### config.mk
export PLATFORM = sky130hd
export DESIGN_NAME = dcie_top
export DESIGN_NICKNAME = d
export VERILOG_FILES = /design/src/rtl/dcie_pkg.sv /design/src/rtl/dcie_sel_bank.sv /design/src/rtl/dcie_cond.sv /design/src/rtl/dcie_sticky.sv /design/src/rtl/dcie_top.sv
export SDC_FILE = /design/constraint.sdc
export NUM_CORES = 1
export LEC_CHECK = 0
export BUFFER_PORTS_ARGS = -buffer_cell sky130_fd_sc_hd__buf_4
export CORE_MARGIN = 4
export CORE_UTILIZATION = 50
export CTS_CLUSTER_DIAMETER = 150
export DETAILED_ROUTE_END_ITERATION = 8
export GPL_TIMING_DRIVEN = 0
export PLACE_DENSITY = 0.73
export SLEW_MARGIN = 20
export SYNTH_ARGS = -nofsm -noshare
export SYNTH_HDL_FRONTEND = slang
export SYNTH_SLANG_ARGS = --single-unit
### constraint.sdc
create_clock -name clk -period 2.15 [get_ports clk]
set_clock_uncertainty 0.2 [all_clocks]
set_input_delay 0 -clock clk [delete_from_list [all_inputs] [get_ports clk]]
set_output_delay 0 -clock clk [all_outputs]
set_load 0.05 [all_outputs]
### src/rtl/dcie_pkg.sv
// Package: shared encodings for the descriptor completion interrupt evaluator.
// Assumes opcodes are 4 bits wide and that the stop command is opcode 7.
package dcie_pkg;

    // Rule kinds carried in the 2-bit mode fields of a descriptor.
    typedef enum logic [1:0] {
        MODE_NEVER  = 2'd0,
        MODE_MATCH  = 2'd1,
        MODE_MISS   = 2'd2,
        MODE_ALWAYS = 2'd3
    } rule_mode_e;

    // The first opcode that never raises an interrupt.
    localparam logic [3:0] OPC_STOP = 4'd7;

    // Index of each select register in the bank.
    localparam int SEL_IRQ = 0;
    localparam int SEL_BR  = 1;

endpackage

### src/rtl/dcie_sel_bank.sv
// Module: a bank of select registers written through one port.
// Each register holds a mask in its upper half and a pattern in its lower half.
// Assumes the writer presents a valid index whenever we_i is high.
module dcie_sel_bank #(
    parameter int HALF_W = 16,
    parameter int NUM    = 2,
    localparam int REG_W = 2 * HALF_W,
    localparam int IDX_W = (NUM > 1) ? $clog2(NUM) : 1
) (
    input  logic                       clk,
    input  logic                       rst_n,
    input  logic                       we_i,
    input  logic [IDX_W-1:0]           idx_i,
    input  logic [REG_W-1:0]           wdata_i,
    output logic [NUM-1:0][REG_W-1:0]  sel_o
);

    // One register per slot; each loads when its index is written.
    for (genvar g = 0; g < NUM; g++) begin : g_reg
        always_ff @(posedge clk) begin
            if (!rst_n)
                sel_o[g] <= '0;
            else if (we_i && (idx_i == IDX_W'(g)))
                sel_o[g] <= wdata_i;
        end
    end

endmodule

### src/rtl/dcie_cond.sv
// Module: a combinational rule evaluator.
// It compares the masked status with the masked pattern and then applies
// one of four rule kinds. Assumes sel_i holds the mask in its upper half.
module dcie_cond #(
    parameter int HALF_W = 16,
    localparam int REG_W = 2 * HALF_W
) (
    input  logic [HALF_W-1:0] status_i,
    input  logic [REG_W-1:0]  sel_i,
    input  logic [1:0]        mode_i,
    output logic              hit_o
);
    import dcie_pkg::*;

    logic [HALF_W-1:0] mask;
    logic [HALF_W-1:0] pattern;
    logic              equal;

    // Split the select word and compare only the masked bits.
    always_comb begin
        mask    = sel_i[REG_W-1:HALF_W];
        pattern = sel_i[HALF_W-1:0];
        equal   = ((status_i & mask) == (pattern & mask));
    end

    // Turn the comparison into a decision according to the rule kind.
    always_comb begin
        case (rule_mode_e'(mode_i))
            MODE_NEVER:  hit_o = 1'b0;
            MODE_MATCH:  hit_o = equal;
            MODE_MISS:   hit_o = !equal;
            MODE_ALWAYS: hit_o = 1'b1;
            default:     hit_o = 1'b0;
        endcase
    end

endmodule

### src/rtl/dcie_sticky.sv
// Module: a sticky request flag.
// It sets on set_i and clears on ack_i; set wins when both are high.
module dcie_sticky (
    input  logic clk,
    input  logic rst_n,
    input  logic set_i,
    input  logic ack_i,
    output logic q_o
);

    // Hold the request; a set and an acknowledge together leave it set.
    always_ff @(posedge clk) begin
        if (!rst_n)
            q_o <= 1'b0;
        else if (set_i)
            q_o <= 1'b1;
        else if (ack_i)
            q_o <= 1'b0;
    end

    // The flag only rises on a set.
    assert_rise_needs_set_R7: assert property (@(posedge clk) disable iff (!rst_n)
        $rose(q_o) |-> $past(set_i));

    // An acknowledge with no set clears the flag.
    assert_ack_clears_R7: assert property (@(posedge clk) disable iff (!rst_n)
        (ack_i && !set_i) |=> !q_o);

    // A set is never lost, even with an acknowledge beside it.
    assert_set_wins_R8: assert property (@(posedge clk) disable iff (!rst_n)
        set_i |=> q_o);

endmodule

### src/rtl/dcie_top.sv
// Module: the descriptor completion interrupt evaluator.
// On each evaluate strobe it applies the descriptor's interrupt rule, which
// sets a sticky pending flag, and its branch rule, which loads branch_taken.
// Both rules use the status word registered one cycle earlier.
// Assumes eval_stb is high for a single cycle for each completed descriptor.
module dcie_top #(
    parameter int          STATUS_W = 16,
    parameter int          OPC_W    = 4,
    parameter logic [3:0]  STOP_OPC = dcie_pkg::OPC_STOP,
    localparam int         SEL_W    = 2 * STATUS_W,
    localparam int         NUM_SEL  = 2
) (
    input  logic                 clk,
    input  logic                 rst_n,
    input  logic                 cfg_we,
    input  logic                 cfg_sel,
    input  logic [SEL_W-1:0]     cfg_wdata,
    input  logic [STATUS_W-1:0]  chan_status,
    input  logic                 eval_stb,
    input  logic [OPC_W-1:0]     cmd_opcode,
    input  logic [1:0]           irq_mode,
    input  logic [1:0]           br_mode,
    input  logic                 irq_ack,
    output logic                 irq_pending,
    output logic                 branch_taken
);
    import dcie_pkg::*;

    logic [NUM_SEL-1:0][SEL_W-1:0] sel_regs;
    logic [STATUS_W-1:0]           status_q;
    logic [NUM_SEL-1:0][1:0]       modes;
    logic [NUM_SEL-1:0]            hits;
    logic                          irq_allowed;
    logic                          irq_fire;

    // The select registers, loaded through the shared write port.
    dcie_sel_bank #(.HALF_W(STATUS_W), .NUM(NUM_SEL)) u_sel_bank (
        .clk     (clk),
        .rst_n   (rst_n),
        .we_i    (cfg_we),
        .idx_i   (cfg_sel),
        .wdata_i (cfg_wdata),
        .sel_o   (sel_regs)
    );

    // Register the status word so that evaluation sees the previous cycle's value.
    always_ff @(posedge clk) begin
        if (!rst_n)
            status_q <= '0;
        else
            status_q <= chan_status;
    end

    // Route each descriptor mode field to its rule evaluator.
    always_comb begin
        modes[SEL_IRQ] = irq_mode;
        modes[SEL_BR]  = br_mode;
    end

    // One rule evaluator per select register.
    for (genvar g = 0; g < NUM_SEL; g++) begin : g_cond
        dcie_cond #(.HALF_W(STATUS_W)) u_cond (
            .status_i (status_q),
            .sel_i    (sel_regs[g]),
            .mode_i   (modes[g]),
            .hit_o    (hits[g])
        );
    end

    // Stop and higher opcodes are barred from interrupting.
    always_comb begin
        irq_allowed = (cmd_opcode < OPC_W'(STOP_OPC));
        irq_fire    = eval_stb && irq_allowed && hits[SEL_IRQ];
    end

    // The sticky pending flag seen by the interrupt controller.
    dcie_sticky u_pending (
        .clk   (clk),
        .rst_n (rst_n),
        .set_i (irq_fire),
        .ack_i (irq_ack),
        .q_o   (irq_pending)
    );

    // Capture the branch decision on each strobe and hold it otherwise.
    always_ff @(posedge clk) begin
        if (!rst_n)
            branch_taken <= 1'b0;
        else if (eval_stb)
            branch_taken <= hits[SEL_BR];
    end

    // Mode 0 never raises the flag.
    assert_mode_never_R2: assert property (@(posedge clk) disable iff (!rst_n)
        (eval_stb && irq_mode == 2'd0 && !irq_pending) |=> !irq_pending);

    // Mode 3 with a permitted opcode always raises the flag.
    assert_mode_always_R3: assert property (@(posedge clk) disable iff (!rst_n)
        (eval_stb && irq_mode == 2'd3 && cmd_opcode < OPC_W'(STOP_OPC)) |=> irq_pending);

    // Stop and higher opcodes never raise the flag.
    assert_stop_quiet_R6: assert property (@(posedge clk) disable iff (!rst_n)
        (eval_stb && cmd_opcode >= OPC_W'(STOP_OPC) && !irq_pending) |=> !irq_pending);

    // The branch result only changes on a strobe.
    assert_branch_holds_R10: assert property (@(posedge clk) disable iff (!rst_n)
        !eval_stb |=> $stable(branch_taken));

endmodule

==> results of run 1 <==
-- per-stage QoR --
step | instance area, um2 | setup WS (ps) | hold slack (ps) | total power, uW
after floorplan | 3310 | 666 | -99.0 | 1850
after global placement | 3880 | 456 | 4.33 | 2030
after detailed placement | 3880 | 431 | 11.1 | 2030
after CTS | 4720 | 90.7 | 186 | 3420
after global routing | 4730 | 3.65 | 191 | 3550
final | 4730 | 138 | 202 | 3410
-- worst register-to-register path, stage by stage, from the launching register on --
cell and delay (ps):
dfxtp_1 330, xor2_1 160, a22oi_1 220, nand4_1 190, o211ai_1 190, dlygate4sd3_1 560, nand3_1 60
-- report_power, final --
part           switching (uW)  total, uW  internal (uW)  leakage, uW
Sequential               47.6       1640           1590     0.000673
Clock                     546       1320            776     0.000117
Combinational             209        450            241      0.00121
-- worst min-delay path by stage --
stage | endpoint | slack (ps) | cells after the start
final | status_q[9] | 200 | 3
after detailed placement | status_q[0] | 10 | 2
after global placement | branch_taken | 4 | 2
after floorplan | branch_taken | -100 | 1
after global routing | status_q[1] | 190 | 3
after CTS | status_q[8] | 190 | 3
-- timing repair --
| action | in CTS | in global routing |
|---|---|---|
| endpoints found under the setup margin | 0 | 1 |
| hold buffers | 59 | 0 |
| gates resized for setup | 0 | 2 |
| hold endpoints to repair | 82 | 0 |
-- sequential cells by signal, indices dropped and copies added, names as in the netlist --
name	count
status_q	16
u_pending.q_o	1
branch_taken	1
u_sel_bank.sel_o	64
-- Yosys cell counts, types with 4 or more instances --
| cell type | number | area share |
|---|---|---|
| a22oi_1 | 16 | 0.036 |
| xor2_1 | 32 | 0.085 |
| dfxtp_1 | 82 | 0.50 |
| buf_2 | 6 | 0.0091 |
| and2_1 | 17 | 0.032 |
| clkbuf_1 | 17 | 0.019 |
| nand2_1 | 130 | 0.15 |
| nand4_1 | 4 | 0.0075 |
| a21boi_0 | 64 | 0.14 |
-- layout by cell type, fill, tap and decap left out --
cell | netlist | routed
o211ai_1 | 1 | 1
a31oi_1 | 2 | 2
buf_4 | 0 | 63
nor2b_1 | 1 | 1
nand3_1 | 1 | 1
or3_1 | 2 | 2
inv_1 | 1 | 1
nand3b_1 | 2 | 2
nand4_1 | 4 | 4
dlygate4sd3_1 | 0 | 59
clkinv_4 | 0 | 2
o21ai_0 | 2 | 2
a22oi_1 | 16 | 14
clkinvlp_4 | 0 | 1
nand2b_1 | 1 | 1
dfxtp_1 | 82 | 82
nand2_1 | 130 | 130
buf_2 | 6 | 6
a22oi_2 | 0 | 2
and2_1 | 17 | 17
clkbuf_8 | 0 | 9
xor2_1 | 32 | 32
bufinv_16 | 0 | 3
clkbuf_1 | 17 | 18
a21boi_0 | 64 | 64
-- cells by family after synthesis --
logic type,after synthesis
flip-flops,82
XOR/XNOR,32
AO/OA/AOI/OAI,85
AND/OR/NAND/NOR,158
buffers and inverters,24
-- layout make-up --
type / instances / share of cell area
Buffer: 23 / 0.0199
Clock buffer: 10 / 0.0270
Clock inverter: 6 / 0.0244
Inverter: 1 / 0.000794
Multi-Input combinational cell: 275 / 0.335
Sequential cell: 82 / 0.347
Tap cell: 77 / 0.0204
Timing Repair Buffer: 122 / 0.225
-- layer usage --
metal	vias up	wire [um]
met5	-	0
met3	12	679
met2	107	4550
li1	1515	-
met4	0	99
met1	1352	3900
==> impl_metrics.tcl, run 1 <==
set metrics [dict create \
    synthAdderAreaFrac 0 \
    path_delay_family "buffers and inverters" \
    cts_buffers 9 \
    cts_htree_levels 3 \
    layout-drive-gt1-share 0.166 \
    routedWlPerCell_um 15.5 \
    regArea_um2 1640 \
    fin_crit_sh 0.936 \
    critPathRequiredTime_ps 2190 \
    cp.depth 6 \
    grt-busiest-layer "met2" \
    syn-cell-area_um2 3310 \
    crit_path_end_kind "register" \
    diodes 0 \
    row_count 29 \
    crit_chain "xor2_1, a22oi_1, nand4_1, o211ai_1, dlygate4sd3_1, nand3_1" \
    dpl.cell_count 521 \
    synth-edff-count 0 \
    multi_input_area_um2 1590 \
    instances_no_fill 596 \
    synth_fp_nets 443 \
    rr_startpoint "status_q[9]" \
    synth_warnings 0 \
    r2r_cells 6 \
    outcome "finished, final reports clean" \
    critical_path.max_fanout 2 \
    clk_path_buf_depth 2 \
    critPathSlowestCell "dlygate4sd3_1" \
    die_w_um 89.4 \
    clk_pin_slew_ps 80 \
    ys.flop_type "dfxtp_1" \
    peakVddDrop_mv 0.582 \
    grt_setup_unrepaired "false" \
    clk-insertion-delay-late_ps 350 \
    critical_path_class "reg -> reg" \
    grt_util_met3 0.0627 \
    syn_inst 381 \
    yosys.area_share.simple 0.200 \
    p_leak_uw 0.00200 \
    crit_start "status_q[9]" \
    grt_use_total 0.254 \
    place_hpwl_um 6190 \
    met1_usage 0.310 \
    drc 0 \
    start_util 0.519 \
    grt_max_degree 15 \
    postCtsSetupBuffers 0 \
    tightestPinTransition_ps 715 \
    vias 2986 \
    io_pins 64 \
    viasPerCell 5.01 \
    routabilityCongestion 0.892 \
    synth_top_family_by_area "simple AND/OR/NAND/NOR gates" \
    reg2reg_to "u_pending.q_o" \
    grt_pass1_vias 2955 \
    hold_viol 0 \
    syn_to_final_growth_pct 42.6 \
    clkSinkCount 82 \
    core_um2 6390 \
    cp.buffers_inverters 1 \
    dieArea_um2 8000 \
    crit_end "u_pending.q_o" \
    clock.fmax_mhz 497 \
    finalMaxSlewViolations 0 \
    io_buffer_count 63 \
    synth_xor_xnor_area_share 0.0846 \
    syn_area_per_cell_um2 8.70 \
    antenna_left 0 \
    ys_ff_latch 82 \
    worstSetupStartpointType "register" \
    globalRouteMet2Util 0.431 \
    regToRegSetupSlack_ps 140 \
    min-delay-start "chan_status[9]" \
    ys_seq_area_frac 0.495 \
    cts_root_buf "clkbuf_8" \
    routed_wl_um 9230 \
    synthMuxAreaShare 0 \
    synth_cell_types 18 \
    antenna_found_initial 0 \
    holdCritPathClass "in -> reg" \
    worstPathArrival_ps 2050 \
    fin_crit_ps 2010 \
    fp.dieH_um 89.4 \
    setup_tns_ps 0 \
    grt_pass1_wl_um 14800 \
    setup_viol 0 \
    final_nets 576 \
    firstDrtPassIters 4 \
    fill_cells 461 \
    cts_tree "done" \
    p_per_area_nw_per_um2 722 \
    maxSlewHeadroom 0.523 \
    ys_async_sr_fraction 0 \
    first_iter_violations 188 \
    final_util 0.740 \
    slowest_delay_ps 560 \
    maxCapViolations 0 \
    synth_compound_area_frac 0.190 \
    overflow 0 \
]
Note: power is estimated with default switching activity, not from simulation.
==> run 2, diff against run 1 <==
--- a/config.mk
+++ b/config.mk
@@ -6,6 +6,7 @@
 export NUM_CORES = 1
 export LEC_CHECK = 0
 export BUFFER_PORTS_ARGS = -buffer_cell sky130_fd_sc_hd__buf_4
+export CORE_ASPECT_RATIO = 0.75
 export CORE_MARGIN = 4
 export CORE_UTILIZATION = 50
 export CTS_CLUSTER_DIAMETER = 150
==> constraint.sdc (replaced) <==
create_clock -name clk -period 2 [get_ports clk]
set_clock_uncertainty 0.2 [all_clocks]
set_input_delay 0 -clock clk [delete_from_list [all_inputs] [get_ports clk]]
set_output_delay 0 -clock clk [all_outputs]
set_load 0.05 [all_outputs]
==> impl_metrics.tcl, run 2 (synthesis gave the netlist of run 1 again) <==
set metrics [dict create \
    outcome "finished, final reports clean" \
    cts_root_buf "clkbuf_8" \
    met1_usage 0.319 \
    clk_path_buf_depth 2 \
    antenna_found_initial 0 \
    mostFrequentLayoutCell "nand2_1" \
    routabilityCongestion 0.924 \
    clock.fmax_mhz 535 \
    first_iter_violations 191 \
    row_count 25 \
    critical_path_class "in -> reg" \
    clk_pin_slew_ps 80 \
    grt_util_met3 0.0693 \
    grt_use_total 0.250 \
    regMostFlops "u_sel_bank.sel_o" \
    drc 0 \
    postCtsSetupBuffers 0 \
    crit_chain "dlygate4sd3_1, buf_4, nor2b_1, dlygate4sd3_1, buf_4, nand2_1, a21boi_0" \
    cts_htree_levels 3 \
    critPathSlowestCell "dlygate4sd3_1" \
    setup_viol 0 \
    hold_viol 0 \
    holdCritPathClass "in -> reg" \
    fp.dieH_um 78.5 \
    critical_path.max_fanout 10 \
    largest_register_ffs 64 \
    clk-insertion-delay-late_ps 360 \
    peakVddDrop_mv 0.419 \
    viasPerCell 5.10 \
    cts_buffers 9 \
    overflow 0 \
    multi_input_area_um2 1580 \
    maxSlewHeadroom 0.575 \
    finalMaxSlewViolations 0 \
    p_per_area_nw_per_um2 757 \
    top_regs "u_sel_bank.sel_o (64), status_q (16)" \
    power.share.clock 0.369 \
    slowest_delay_ps 700 \
    diodes 0 \
    dpl.cell_count 525 \
    cp.buffers_inverters 4 \
    grt_pass1_vias 3086 \
    vias 3060 \
    routedWlPerCell_um 15.7 \
    die_w_um 102 \
    regArea_um2 1640 \
    combPwrFrac 0.138 \
    start_util 0.519 \
    io_buffer_count 63 \
    fin_crit_ps 1870 \
    worstPathArrival_ps 1960 \
    instances_no_fill 600 \
    final_cell_mix "nand2_1 (130), dfxtp_1 (82), buf_4 (65), a21boi_0 (64), dlygate4sd3_1 (61)" \
    fill_cells 488 \
    fin_crit_sh 0.934 \
    cts_tree "done" \
    power_frac_seq 0.493 \
    clkSinkCount 82 \
    io_pins 64 \
    power.switching_uw 901 \
    grt-busiest-layer "met2" \
    firstDrtPassIters 5 \
    p_leak_uw 0.00200 \
    power_uw 3580 \
    grt_max_degree 15 \
    place_hpwl_um 6270 \
    syn_to_final_growth_pct 42.5 \
    antenna_left 0 \
    maxCapViolations 0 \
    swShare 0.252 \
    routed_wl_um 9450 \
    critPathRequiredTime_ps 2090 \
    tightestPinTransition_ps 637 \
    final_nets 577 \
    fin_hold_ws_ps 180 \
    grt_setup_unrepaired "false" \
    crit_path_end_kind "register" \
    globalRouteMet2Util 0.414 \
    worstSetupStartpointType "input port" \
    grt_pass1_wl_um 15000 \
    layout-drive-gt1-share 0.162 \
    path_delay_family "buffers and inverters" \
    core_um2 6380 \
    power.internal_uw 2670 \
    dieArea_um2 8010 \
    setup_tns_ps 0 \
]
run 2: timing repair:
item                                    in CTS  in global routing
hold buffers                                61                  0
resized for setup                            0                  7
endpoints found under the setup margin       0                 30
endpoints found under the hold margin       82                  0
run 2: cell type report:
class                   instances  share of cell area
flip-flops and latches         82               0.348
multi-input cells             275               0.334
repair buffers                124               0.229
clock buffers                   9              0.0262
plain buffers                  22              0.0215
well taps                      81              0.0215
clock inverters                 6              0.0196
inverters                       1            0.000795
run 2: worst paths after layout:
path                   startpoint                    to  slack [ps]  depth (start not counted)
max                       cfg_sel  u_sel_bank.sel_o[25]         130                          7
min                chan_status[6]           status_q[6]         180                          3
max reg2reg           status_q[9]          branch_taken         270                          5
min reg2reg  u_sel_bank.sel_o[18]  u_sel_bank.sel_o[18]         270                          2
run 2: power groups by stage:
stage / Clock, uW / Combinational, uW / Sequential, uW
global placement: 0 / 382 / 1800
finish: 1320 / 493 / 1760
detailed placement: 0 / 388 / 1800
floorplan: 0 / 190 / 1800
CTS: 1340 / 483 / 1760
global route: 1400 / 538 / 1770
run 2: metal layers:
| metal | vias up | wire length (um) |
|---|---|---|
| met4 | 0 | 123 |
| met5 | - | 0 |
| li1 | 1514 | - |
| met2 | 113 | 4320 |
| met3 | 12 | 643 |
| met1 | 1421 | 4360 |
run 2: through the flow:
step / util / instance area [um2] / worst slack, ps
3_5_place_dp: 0.609 / 3890 / 297
5_1_grt: 0.740 / 4720 / 0.832
6_report: 0.740 / 4720 / 131
3_3_place_gp: 0.609 / 3890 / 308
2_1_floorplan: - / 3310 / 516
4_1_cts: 0.739 / 4720 / 27.9
run 2: worst reg2reg max path: cells and delay by family (launching register included):
kind	cells	cell delay, ps
AOI/OAI and AO/OA	2	440
xor gates and xnor gates	1	180
DFF	1	340
and+or+nand+nor	2	510
==> run 3, diff against run 2 <==
--- a/config.mk
+++ b/config.mk
@@ -16,4 +16,5 @@
 export SLEW_MARGIN = 20
 export SYNTH_ARGS = -nofsm -noshare
 export SYNTH_HDL_FRONTEND = slang
+export SYNTH_HIERARCHICAL = 1
 export SYNTH_SLANG_ARGS = --single-unit
==> impl_metrics.tcl, run 3 <==
set metrics [dict create \
    mostFrequentLayoutCell "nand2_1" \
    yosysMostFrequentCell "nand2_1" \
    peakVddDrop_mv 0.491 \
    cts_buffers 9 \
    power_frac_seq 0.485 \
    power.share.clock 0.358 \
    finalMaxSlewViolations 0 \
    crit_chain "xor2_1, a22o_1, a221oi_2, nand4_1, mux2_4, nand3b_1, a31oi_1, o21a_1" \
    grt_pass1_vias 2965 \
    setup_ws_ps -112 \
    final_cell_mix "nand2_1 (96), dfxtp_1 (80), dlygate4sd3_1 (76), buf_4 (68), mux2i_1 (65)" \
    synthTopCellsByArea "dfxtp_1 (47%), mux2i_1 (19%), nand2_1 (10%), xor2_1 (8.0%), a221oi_2 (3.4%)" \
    grt_max_degree 14 \
    io_pins 64 \
    fin_crit_ps 2110 \
    diodes 0 \
    firstDrtPassIters 4 \
    antenna_left 0 \
    postCtsSetupBuffers 0 \
    critPathSlowestCell "dfxtp_2" \
    worstPathArrival_ps 2160 \
    dpl.cell_count 485 \
    critical_path_class "reg -> reg" \
    violations "negative setup slack" \
    clock.fmax_mhz 473 \
    cp.buffers_inverters 0 \
    p_per_area_nw_per_um2 726 \
    swShare 0.240 \
    instances_no_fill 577 \
    yosys-top-cells-count "nand2_1 (96), dfxtp_1 (82), mux2i_1 (65)" \
    overflow 0 \
    place_hpwl_um 5830 \
    synth_top_cell_by_area "dfxtp_1" \
    maxCapViolations 0 \
    min-delay-start "irq_mode[0]" \
    setup_viol 1 \
    layout-drive-gt1-share 0.247 \
    critical_path.max_fanout 2 \
    final_nets 550 \
    routedWlPerCell_um 15.8 \
    synth_warnings 6 \
    crit_start "status_q[2]" \
    hold_viol 0 \
    holdCritPathClass "in -> reg" \
    critPathRequiredTime_ps 2050 \
    largest_register_ffs 64 \
    first_iter_violations 167 \
    fin_hold_ws_ps 10.4 \
    grt_use_total 0.231 \
    dieArea_um2 8380 \
    synth_top_area_share 0.471 \
    routabilityCongestion 0.820 \
    p_leak_uw 0.00228 \
    ys_seq_area_frac 0.471 \
    clk_pin_slew_ps 80 \
    grt_setup_unrepaired "true" \
    maxSlewHeadroom 0.614 \
    core_um2 6800 \
    ys_ff_latch 82 \
    outcome "finished with violations" \
    clk-insertion-delay-late_ps 350 \
    fp.dieH_um 80.3 \
    crit_path_end_kind "register" \
    antenna_found_initial 0 \
    rr_startpoint "status_q[2]" \
    die_w_um 104 \
    tightestPinTransition_ps 579 \
    syn_inst 338 \
    synth_cell_types 19 \
    final_util 0.743 \
    grt_pass1_wl_um 14700 \
    start_util 0.512 \
    ys.flop_type "dfxtp_1" \
    fin_crit_sh 1.06 \
    regMostFlops "u_sel_bank/sel_o" \
    setup_tns_ps -112 \
    slowest_delay_ps 330 \
    clkSinkCount 82 \
    power.switching_uw 880 \
    viasPerCell 4.93 \
    syn_area_per_cell_um2 10.3 \
    row_count 26 \
    synth-edff-count 0 \
    cts_htree_levels 3 \
    syn-cell-area_um2 3480 \
    vias 2846 \
    clk_path_buf_depth 2 \
    syn_to_final_growth_pct 45.0 \
    drc 0 \
    io_buffer_count 63 \
    power.internal_uw 2790 \
    combPwrFrac 0.158 \
    path_delay_family "compound AO/OA/AOI/OAI gates" \
    synth_fp_nets 400 \
    cts_root_buf "clkbuf_8" \
    top_regs "u_sel_bank/sel_o (64), status_q (16)" \
    ys_async_sr_fraction 0 \
    cts_tree "done" \
    routed_wl_um 9140 \
    worstSetupStartpointType "register" \
]
==> run 3: changes by cell type in the layout (fill, tap and decap cells not counted), sizes merged, moves of 8 or more <==
cell | previous run | this run
nand2 | 130 | 96
dlygate4sd3 | 61 | 76
buf | 69 | 82
a22oi | 16 | 0
clkbuf | 25 | 12
mux2i | 0 | 65
a21boi | 64 | 0
a22o | 0 | 8
a221oi | 0 | 8
==> run 3: cell families after synthesis <==
group	count (synthesis)	share of synthesized area
AOI/OAI and AO/OA	18	0.0586
xor gates and xnor gates	32	0.0805
buffers and inverters	20	0.0446
DFF	82	0.471
muxes	67	0.193
and+or+nand+nor	119	0.152
==> run 3: layer usage <==
metal / vias to the layer above / wire length (um) / track usage
li1: 1429 / - / -
met1: 1334 / 4200 / 0.286
met2: 71 / 4330 / 0.393
met3: 12 / 453 / 0.0643
met4: 0 / 150 / 0.0704
met5: - / 0 / 0
==> run 3: final timing paths <==
check / end / depth (start not counted) / slack (ps)
worst max-delay path: u_pending/q_o / 8 / -110
worst min-delay path: u_pending/q_o / 5 / 10
worst max register to register: u_pending/q_o / 8 / -110
worst min register to register: u_sel_bank/sel_o[55] / 2 / 260
==> run 3: power by group through the flow <==
stage	sequential, uW	clock, uW	combinational (uW)
finish	1780	1310	578
global route	1790	1420	625
CTS	1780	1330	573
detailed placement	1810	0	447
global placement	1810	0	437
floorplan	1810	0	263
==> run 3: through the flow <==
step | area (um2) | setup WS [ps] | total power [uW]
floorplan | 3480 | 134 | 2080
global placement | 4060 | -117 | 2250
global route | 5050 | -189 | 3830
CTS | 5050 | -101 | 3680
finish | 5050 | -112 | 3670
detailed placement | 4060 | -128 | 2260
==> run 3: area by class of cell <==
| cell class | count | area (um2) |
|---|---|---|
| buffer | 20 | 155 |
| clock buffer | 11 | 141 |
| clock inverter | 5 | 77.6 |
| fill | 470 | 1750 |
| multi-input combinational | 236 | 1690 |
| sequential | 82 | 1640 |
| tap | 84 | 105 |
| timing repair buffer | 139 | 1230 |
==> run 3: worst register-to-register path, stage by stage, from the launching register on <==
cell and delay [ps]:
dfxtp_2 330, xor2_1 160, a22o_1 230, a221oi_2 280
nand4_1 190, mux2_4 330, nand3b_1 80, a31oi_1 40
o21a_1 160
==> run 3: what timing repair did <==
action,CTS,global route
hold buffers,76,0
gates resized for setup,4,0
setup endpoints to repair,2,2
endpoints found under the hold margin,82,0
pin swaps,7,3
